<file path="src/rtl/seqdet_pkg.sv">
package seqdet_pkg;

  localparam int STATE_W = 3;
  typedef logic [STATE_W-1:0] code_t;

  // Parity-clustered encoding: states reached on a 0 are even, on a 1 odd.
  localparam code_t ST_IDLE = 3'b000;  // nothing yet
  localparam code_t ST_ONE  = 3'b001;  // seen 1
  localparam code_t ST_TWO  = 3'b011;  // seen 11
  localparam code_t ST_ZERO = 3'b100;  // seen 110
  localparam code_t ST_LAST = 3'b101;  // seen 1101

  typedef struct packed {
    code_t j;
    code_t k;
  } jk_t;

  function automatic logic code_legal(input code_t q);
    return (q == ST_IDLE) || (q == ST_ONE) || (q == ST_TWO) ||
           (q == ST_ZERO) || (q == ST_LAST);
  endfunction

  // One JK element: hold, clear, set, toggle.
  function automatic logic jk_apply(input logic q, input logic j, input logic k);
    logic n;
    case ({j, k})
      2'b00:   n = q;
      2'b01:   n = 1'b0;
      2'b10:   n = 1'b1;
      default: n = ~q;
    endcase
    return n;
  endfunction

  // Excitation with overlap: a match lands in "seen 11".
  function automatic jk_t excite_overlap(input logic x, input code_t q);
    jk_t r;
    r.j[2] = ~x & q[1];
    r.k[2] = ~x | q[0];
    r.j[1] = x & q[0];
    r.k[1] = ~x;
    r.j[0] = x;
    r.k[0] = ~x;
    return r;
  endfunction

  // Excitation without overlap: a match lands in idle.
  function automatic jk_t excite_single(input logic x, input code_t q);
    jk_t r;
    r.j[2] = ~x & q[1];
    r.k[2] = ~x | q[0];
    r.j[1] = x & q[0] & ~q[2];
    r.k[1] = ~x;
    r.j[0] = x;
    r.k[0] = ~x | q[2];
    return r;
  endfunction

  // Unused codes: clear every element so the next state is idle.
  function automatic jk_t excite(input logic ovl, input logic x, input code_t q);
    jk_t r;
    if (!code_legal(q)) begin
      r.j = '0;
      r.k = '1;
    end else if (ovl) begin
      r = excite_overlap(x, q);
    end else begin
      r = excite_single(x, q);
    end
    return r;
  endfunction

  // D-style next state, written from the reduced sum-of-products forms.
  function automatic code_t d_next(input logic ovl, input logic x, input code_t q);
    code_t n;
    n[2] = (~x & q[1]) | (x & q[2] & ~q[0]);
    if (ovl) begin
      n[1] = x & q[0];
      n[0] = x;
    end else begin
      n[1] = x & q[0] & ~q[2];
      n[0] = x & ~(q[2] & q[0]);
    end
    if (!code_legal(q)) n = ST_IDLE;
    return n;
  endfunction

  // Mealy output; code 111 never occurs, so Y1 is left out.
  function automatic logic match_out(input logic x, input code_t q);
    return x & q[2] & q[0];
  endfunction

endpackage

</file>
<file path="src/rtl/seqdet_jk_ff.sv">
module seqdet_jk_ff
  import seqdet_pkg::*;
(
  input  logic clk,
  input  logic rst,
  input  logic j,
  input  logic k,
  output logic q
);

  always_ff @(posedge clk) begin
    if (rst) q <= 1'b0;
    else     q <= jk_apply(q, j, k);
  end

endmodule

</file>
<file path="src/rtl/seqdet_excite.sv">
module seqdet_excite
  import seqdet_pkg::*;
#(
  parameter bit OVERLAP = 1'b1
) (
  input  logic  x,
  input  code_t q,
  output code_t j,
  output code_t k
);

  jk_t drive;

  always_comb drive = excite(OVERLAP, x, q);

  assign j = drive.j;
  assign k = drive.k;

endmodule

</file>
<file path="src/rtl/seqdet_shadow.sv">
module seqdet_shadow
  import seqdet_pkg::*;
#(
  parameter bit OVERLAP = 1'b1
) (
  input  logic  clk,
  input  logic  rst,
  input  logic  x,
  output code_t q
);

  always_ff @(posedge clk) begin
    if (rst) q <= ST_IDLE;
    else     q <= d_next(OVERLAP, x, q);
  end

endmodule

</file>
<file path="src/rtl/seq11011_detector.sv">
module seq11011_detector
  import seqdet_pkg::*;
#(
  parameter bit OVERLAP = 1'b1
) (
  input  logic clk,
  input  logic rst,
  input  logic din,
  output logic detect
);

  code_t state_jk;   // the state that drives the output
  code_t state_d;    // D-equation shadow, read only by the checker
  code_t j_vec;
  code_t k_vec;

  seqdet_excite #(.OVERLAP(OVERLAP)) u_excite (
    .x (din),
    .q (state_jk),
    .j (j_vec),
    .k (k_vec)
  );

  for (genvar b = 0; b < STATE_W; b++) begin : g_elem
    seqdet_jk_ff u_ff (
      .clk (clk),
      .rst (rst),
      .j   (j_vec[b]),
      .k   (k_vec[b]),
      .q   (state_jk[b])
    );
  end

  seqdet_shadow #(.OVERLAP(OVERLAP)) u_shadow (
    .clk (clk),
    .rst (rst),
    .x   (din),
    .q   (state_d)
  );

  assign detect = match_out(din, state_jk);

endmodule

</file>
<file path="config.mk">
export PLATFORM = sky130hd
export DESIGN_NAME = seq11011_detector
export DESIGN_NICKNAME = d
export VERILOG_FILES = /design/src/rtl/seqdet_pkg.sv /design/src/rtl/seqdet_jk_ff.sv /design/src/rtl/seqdet_excite.sv /design/src/rtl/seqdet_shadow.sv /design/src/rtl/seq11011_detector.sv
export SDC_FILE = /design/constraint.sdc
export NUM_CORES = 1
export LEC_CHECK = 0
export ABC_CLOCK_PERIOD_IN_PS = 3100
export BUFFER_PORTS_ARGS = -buffer_cell sky130_fd_sc_hd__buf_2
export CORE_AREA = 2 2 39 41
export DETAILED_ROUTE_END_ITERATION = 8
export DIE_AREA = 0 0 41 43
export GPL_TIMING_DRIVEN = 0
export PLACE_DENSITY = 0.38
export SLEW_MARGIN = 20
export SYNTH_ARGS = -nofsm -noshare
export SYNTH_HDL_FRONTEND = slang
export SYNTH_SLANG_ARGS = --single-unit
</file>
<file path="constraint.sdc">
create_clock -name clk -period 3.1 [get_ports clk]
set_input_delay 0.62 -clock clk [delete_from_list [all_inputs] [get_ports clk]]
set_output_delay 0.62 -clock clk [all_outputs]
set_load 0.02 [all_outputs]
</file>
Word-level counts from Yosys, hierarchy flattened
Cells that the tools add are included.

word-level totals
  register bits = 3
  bits of input ports = 3
  output and inout bits = 1

operators by class
  equality and inequality tests = 10
  multiplexer cells = 4
  bitwise logic cells = 9
  reductions and logical operators = 8

operators with widths
  cell                                                  count
  one-hot mux 1 bit (3 select lines)                    3
  equality test 2 x 1 -> 1 bit (second input constant)  3
  equality test 2 bit (second input constant)           3
  equality test 3 bit (second input constant)           2
  zero test 2 bit                                       3
  2-to-1 mux 6 bit                                      1
  bitwise AND 1 bit                                     4
  logical OR 1 bit                                      4
  inverter 1 bit                                        4
  equality test 3 x 1 -> 1 bit (second input constant)  1
  equality test 3 x 2 -> 1 bit (second input constant)  1
  zero test 3 bit                                       1
  bitwise OR 1 bit                                      1

Longest topological paths before layout
  depth after elaboration = 8
  depth in mapped cells = 5

Cells and area by module
Synthesis repeated with hierarchy kept, for this count alone.

second synthesis, totals
  cells, all modules = 37
  area, all modules = 302.8 µm²

modules (own cells, without submodules)
  module             times used  cells an instance  area an instance (µm²)  sequential area each (µm²)
  seqdet_jk_ff       3           9                  76.3                    20.0
  seqdet_excite      1           9                  67.6                    0.0
  seq11011_detector  1           1                  6.3                     0.0

Least setup slack after synthesis
OpenSTA, ideal clock, no wires.

  path kind = input to register
  start = input din
  end = register g_elem[2].u_ff.q
  setup time = 0.074 ns
  arrival = 1.698 ns
  path slack = 1.328 ns
  stages = 4
  buffers on the path = 0
  cell sequence = or3b_1 > ha_1 > or3_1 > a31oi_1

on the way
  cells in the longest elaborated chain, start to end = 5
  elaborated cells between the ends (all ways) = 8
  those cells by class = 2 x eq/ne; 2 x mux; 3 x bitwise; 1 x reduce/logical

ends and longest elaborated chain
  element                                                       RTL line                            source
  from (decl)                                                   seq11011_detector.sv:8              input logic din,
  inverter 1 bit *                                              seqdet_pkg.sv:38, seqdet_pkg.sv:39
  bitwise OR 1 bit / bitwise AND 1 bit (equally long branches)  seqdet_pkg.sv:39, seqdet_pkg.sv:38
  2-to-1 mux 6 bit *                                            seqdet_pkg.sv:62                    if (!code_legal(q)) begin
  equality test 2 bit, or another cell as far along             seqdet_pkg.sv:26                    case ({j, k})
  one-hot mux 1 bit (3 select lines)                            seqdet_pkg.sv:26
  to (signal assigned)                                          seqdet_jk_ff.sv:13                  else q <= jk_apply(q, j, k);
  to (decl)                                                     seqdet_jk_ff.sv:8                   output logic q

Mark *: on every way between the ends. The rest lies on a longest branch, timed or not.
A chain may end at the register's enable or synchronous reset.

Worst setup path in the final report
Same ends and word-level chain as after synthesis.

==> metrics.md <==
| Metric | Value |
|---|---|
| Run status | finished clean |
| Largest cells by area after synthesis | dfxtp_1 36%, ha_1 15%, nor3b_1 9.0% |
| FF-to-FF path depth | 5 |
| Maximum clock path buffer count | 2 |
| Ant. Diodes | 0 |
| Die Y | 43 µm |
| Min Tclk post-route | 1.72 ns |
| Gr ovfl total | 0 |
| Total track usage | 0.0541 |
| Max-cap violation count | 0 |
| Most numerous cell in the Yosys netlist | dfxtp_1 |
| Hold slack final | 0.460 ns |
| 1st-pass router iterations | 1 |
| Fmax | just under 0.6 GHz |
| Crit share post-route | 0.556 |
| Share of layout cells above drive strength 1 | 0.240 |
| Share of the synthesized area in the top cell type | 0.358 |
| Top FF cell, synth | dfxtp_1 |
| CP max stage delay | between 0.3 and 0.4 ns |
| Vias in the first global route | roughly 170 |
| Core area | around 1400 µm² |
| RePlAce Congestion | between 0.4 and 0.5 |
| Mapped Cells | 18 |
| Hold WC Path Type | reg -> reg |
| RSZ-0062 raised after global routing | no |
| Sequential-to-total area share from yosys stat | 0.358 |
| Worst Setup End Kind | flop |
| R2r setup slk | 1.38 ns |
| Mapped cell area | 168 µm² |
| DR WL/cell | about 8 µm |
| Post-route ant nets | 0 |
| Slowest library cell on the worst path | or3b_1 |
| Worst Path Required | about 3.3 ns |
| Inserted Clock Buffers | 3 |
| Slew @ Worst Pin | 0.285 ns |
| Post-CTS setup buffer count | 0 |
| Root buffer cell | clkbuf_4 |
| Max reg flops | 3 |
| Iter 0 DRT Violations | 0 |
| Synth Area per Inst | between 9 and 10 µm² |
| Worst Path Arrival | 1.89 ns |
| Via count | 157 |
| Skew-Pair Late Insertion Delay | between 0.2 and 0.25 ns |
| Hold_buf cts | 0 |
| Area Growth Syn to Fin | 36.6% |
| Starting density of the core | 0.121 |
| Final setup viols | 0 |
| Worst Skew | 0.00508 ns |
| Hold Vio Cnt, Final | 0 |
| Vias per cell | 3.83 |
| Yosys top cell by area | dfxtp_1 |
| Clk pin slew, worst setup/hold paths | 0.04 ns |
| Pin count of the biggest net entering global routing | 7 |
| Worst setup path class | in -> reg |
| Rel. slew slack | 0.810 |
| CTS resizes | 0 |
| Total Nets Final | 31 |
| R2R Path Start | g_elem[2].u_ff.q |
| Area post-placement | 203 µm² |
| Post-synth EDFFs | 0 |
| Row count | 14 |
| Worst setup endpoint | g_elem[2].u_ff.q |
| Number of synthesized register bits | 3 |
| Worst R2R End | g_elem[2].u_ff.q |
| Fraction of registers with async set/reset | 0 |
| Crit path cell chain | buf_2, or3b_1, ha_1, or3_1, a31oi_1 |
| Commonest cells post-synth | 3 x dfxtp_1, 2 x ha_1, 2 x nand2_1, 2 x nand2b_1, 2 x nor3b_1 |
| Peak VDD IR | 0.0820 mV |
| Total Power | 0.000123 W |
| TritonCTS clock tree | built |
| Global-route wire length before repair | 593 µm |
| Post-Route WL | 323 µm |
| Setup TNS | 0 ns |
| Post-synth net total | 23 |
| Die ar. | 1760 µm² |
| Biggest regs | g_elem.u_ff.q (3) |
| Final Core Density | 0.165 |
| Critical path startpoint | din |
| I/O pins | 4 |
| DRC | 0 |
| Max-slew violations | 0 |
| Initial antenna violation count | 0 |
| Htree depth | 1 |
| Startpoint types | input port |
| Max FO, Critical Path | 6 |
| Die X | 41 µm |
| Biggest register | g_elem.u_ff.q |
| Power per cell area | 537 nW/µm² |
| Cell area after layout | 229 µm² |
| Syn. warnings | 0 |
| Clock Sink Count | 3 |
| IO buf count | 3 |
| Synth unique cells | 12 |
| Leak | 0.0922 nW |
[worst min path at each step]
| stage | depth (start not counted) | endpoint | slack [ns] | from |
|---|---|---|---|---|
| 2_1_floorplan | 2 | g_elem[1].u_ff.q | 0.44 | g_elem[0].u_ff.q |
| 3_3_place_gp | 2 | g_elem[1].u_ff.q | 0.46 | g_elem[0].u_ff.q |
| 3_5_place_dp | 2 | g_elem[1].u_ff.q | 0.47 | g_elem[0].u_ff.q |
| 4_1_cts | 2 | g_elem[1].u_ff.q | 0.46 | g_elem[0].u_ff.q |
| 5_1_grt | 2 | g_elem[1].u_ff.q | 0.52 | g_elem[0].u_ff.q |
| 6_report | 2 | g_elem[1].u_ff.q | 0.46 | g_elem[0].u_ff.q |
[final cells by class]
type,count,area [µm²]
sequential,3,60.1
tap,16,20.0
fill,165,1150
timing repair buffer,3,15.0
multi-input combinational,15,108
clock buffer,4,26.3
[logic make-up (layout without fill, tap and decap cells)]
family	after synthesis	after routing	share of synthesized area
simple gates	10	10	0.381
buf+inv	0	7	0
compound gates	3	3	0.112
flops	3	3	0.358
fa+ha+maj	2	2	0.149
[critical path: cells and delay by family]
kind | cells | cell delay, ns
adders and majority gates | 1 | 0.29
AOI/OAI and AO/OA | 1 | 0.16
buffers and inverters | 1 | 0.13
and+or+nand+nor | 2 | 0.69
[metal layers]
metal	wire length, µm	vias up	track usage
met1	137	73	0.0541
met5	0	-	0
met2	158	4	0.0781
met3	27	0	0.0157
li1	-	80	-
met4	0	0	0.0600
[through the flow]
stage                     setup slack (ns)  std cells
after floorplan                       1.33         18
after detailed placement              1.11         37
after CTS                             1.37         41
final                                 1.38         41
after global placement                1.18         37
after global routing                  1.25         41
[where the power goes]
part,leakage (nW),switching [W],internal (W)
sequential,0.0247,0.00000194,0.0000408
clock,0.0150,0.0000220,0.0000484
combinational,0.0526,0.00000503,0.00000494
[layout by cell type, fill, tap and decap left out]
cell type / netlist / final
or3b_1: 1 / 1
ha_1: 2 / 2
and3_1: 1 / 1
nand2_1: 2 / 2
a31oi_1: 1 / 1
a211oi_1: 1 / 1
a21oi_1: 1 / 1
nor3b_1: 2 / 2
dfxtp_1: 3 / 3
buf_2: 0 / 3
clkbuf_1: 0 / 1
nand2b_1: 2 / 2
clkbuf_4: 0 / 3
nand3b_1: 1 / 1
or3_1: 1 / 1
(Power assumes the default switching activity.)
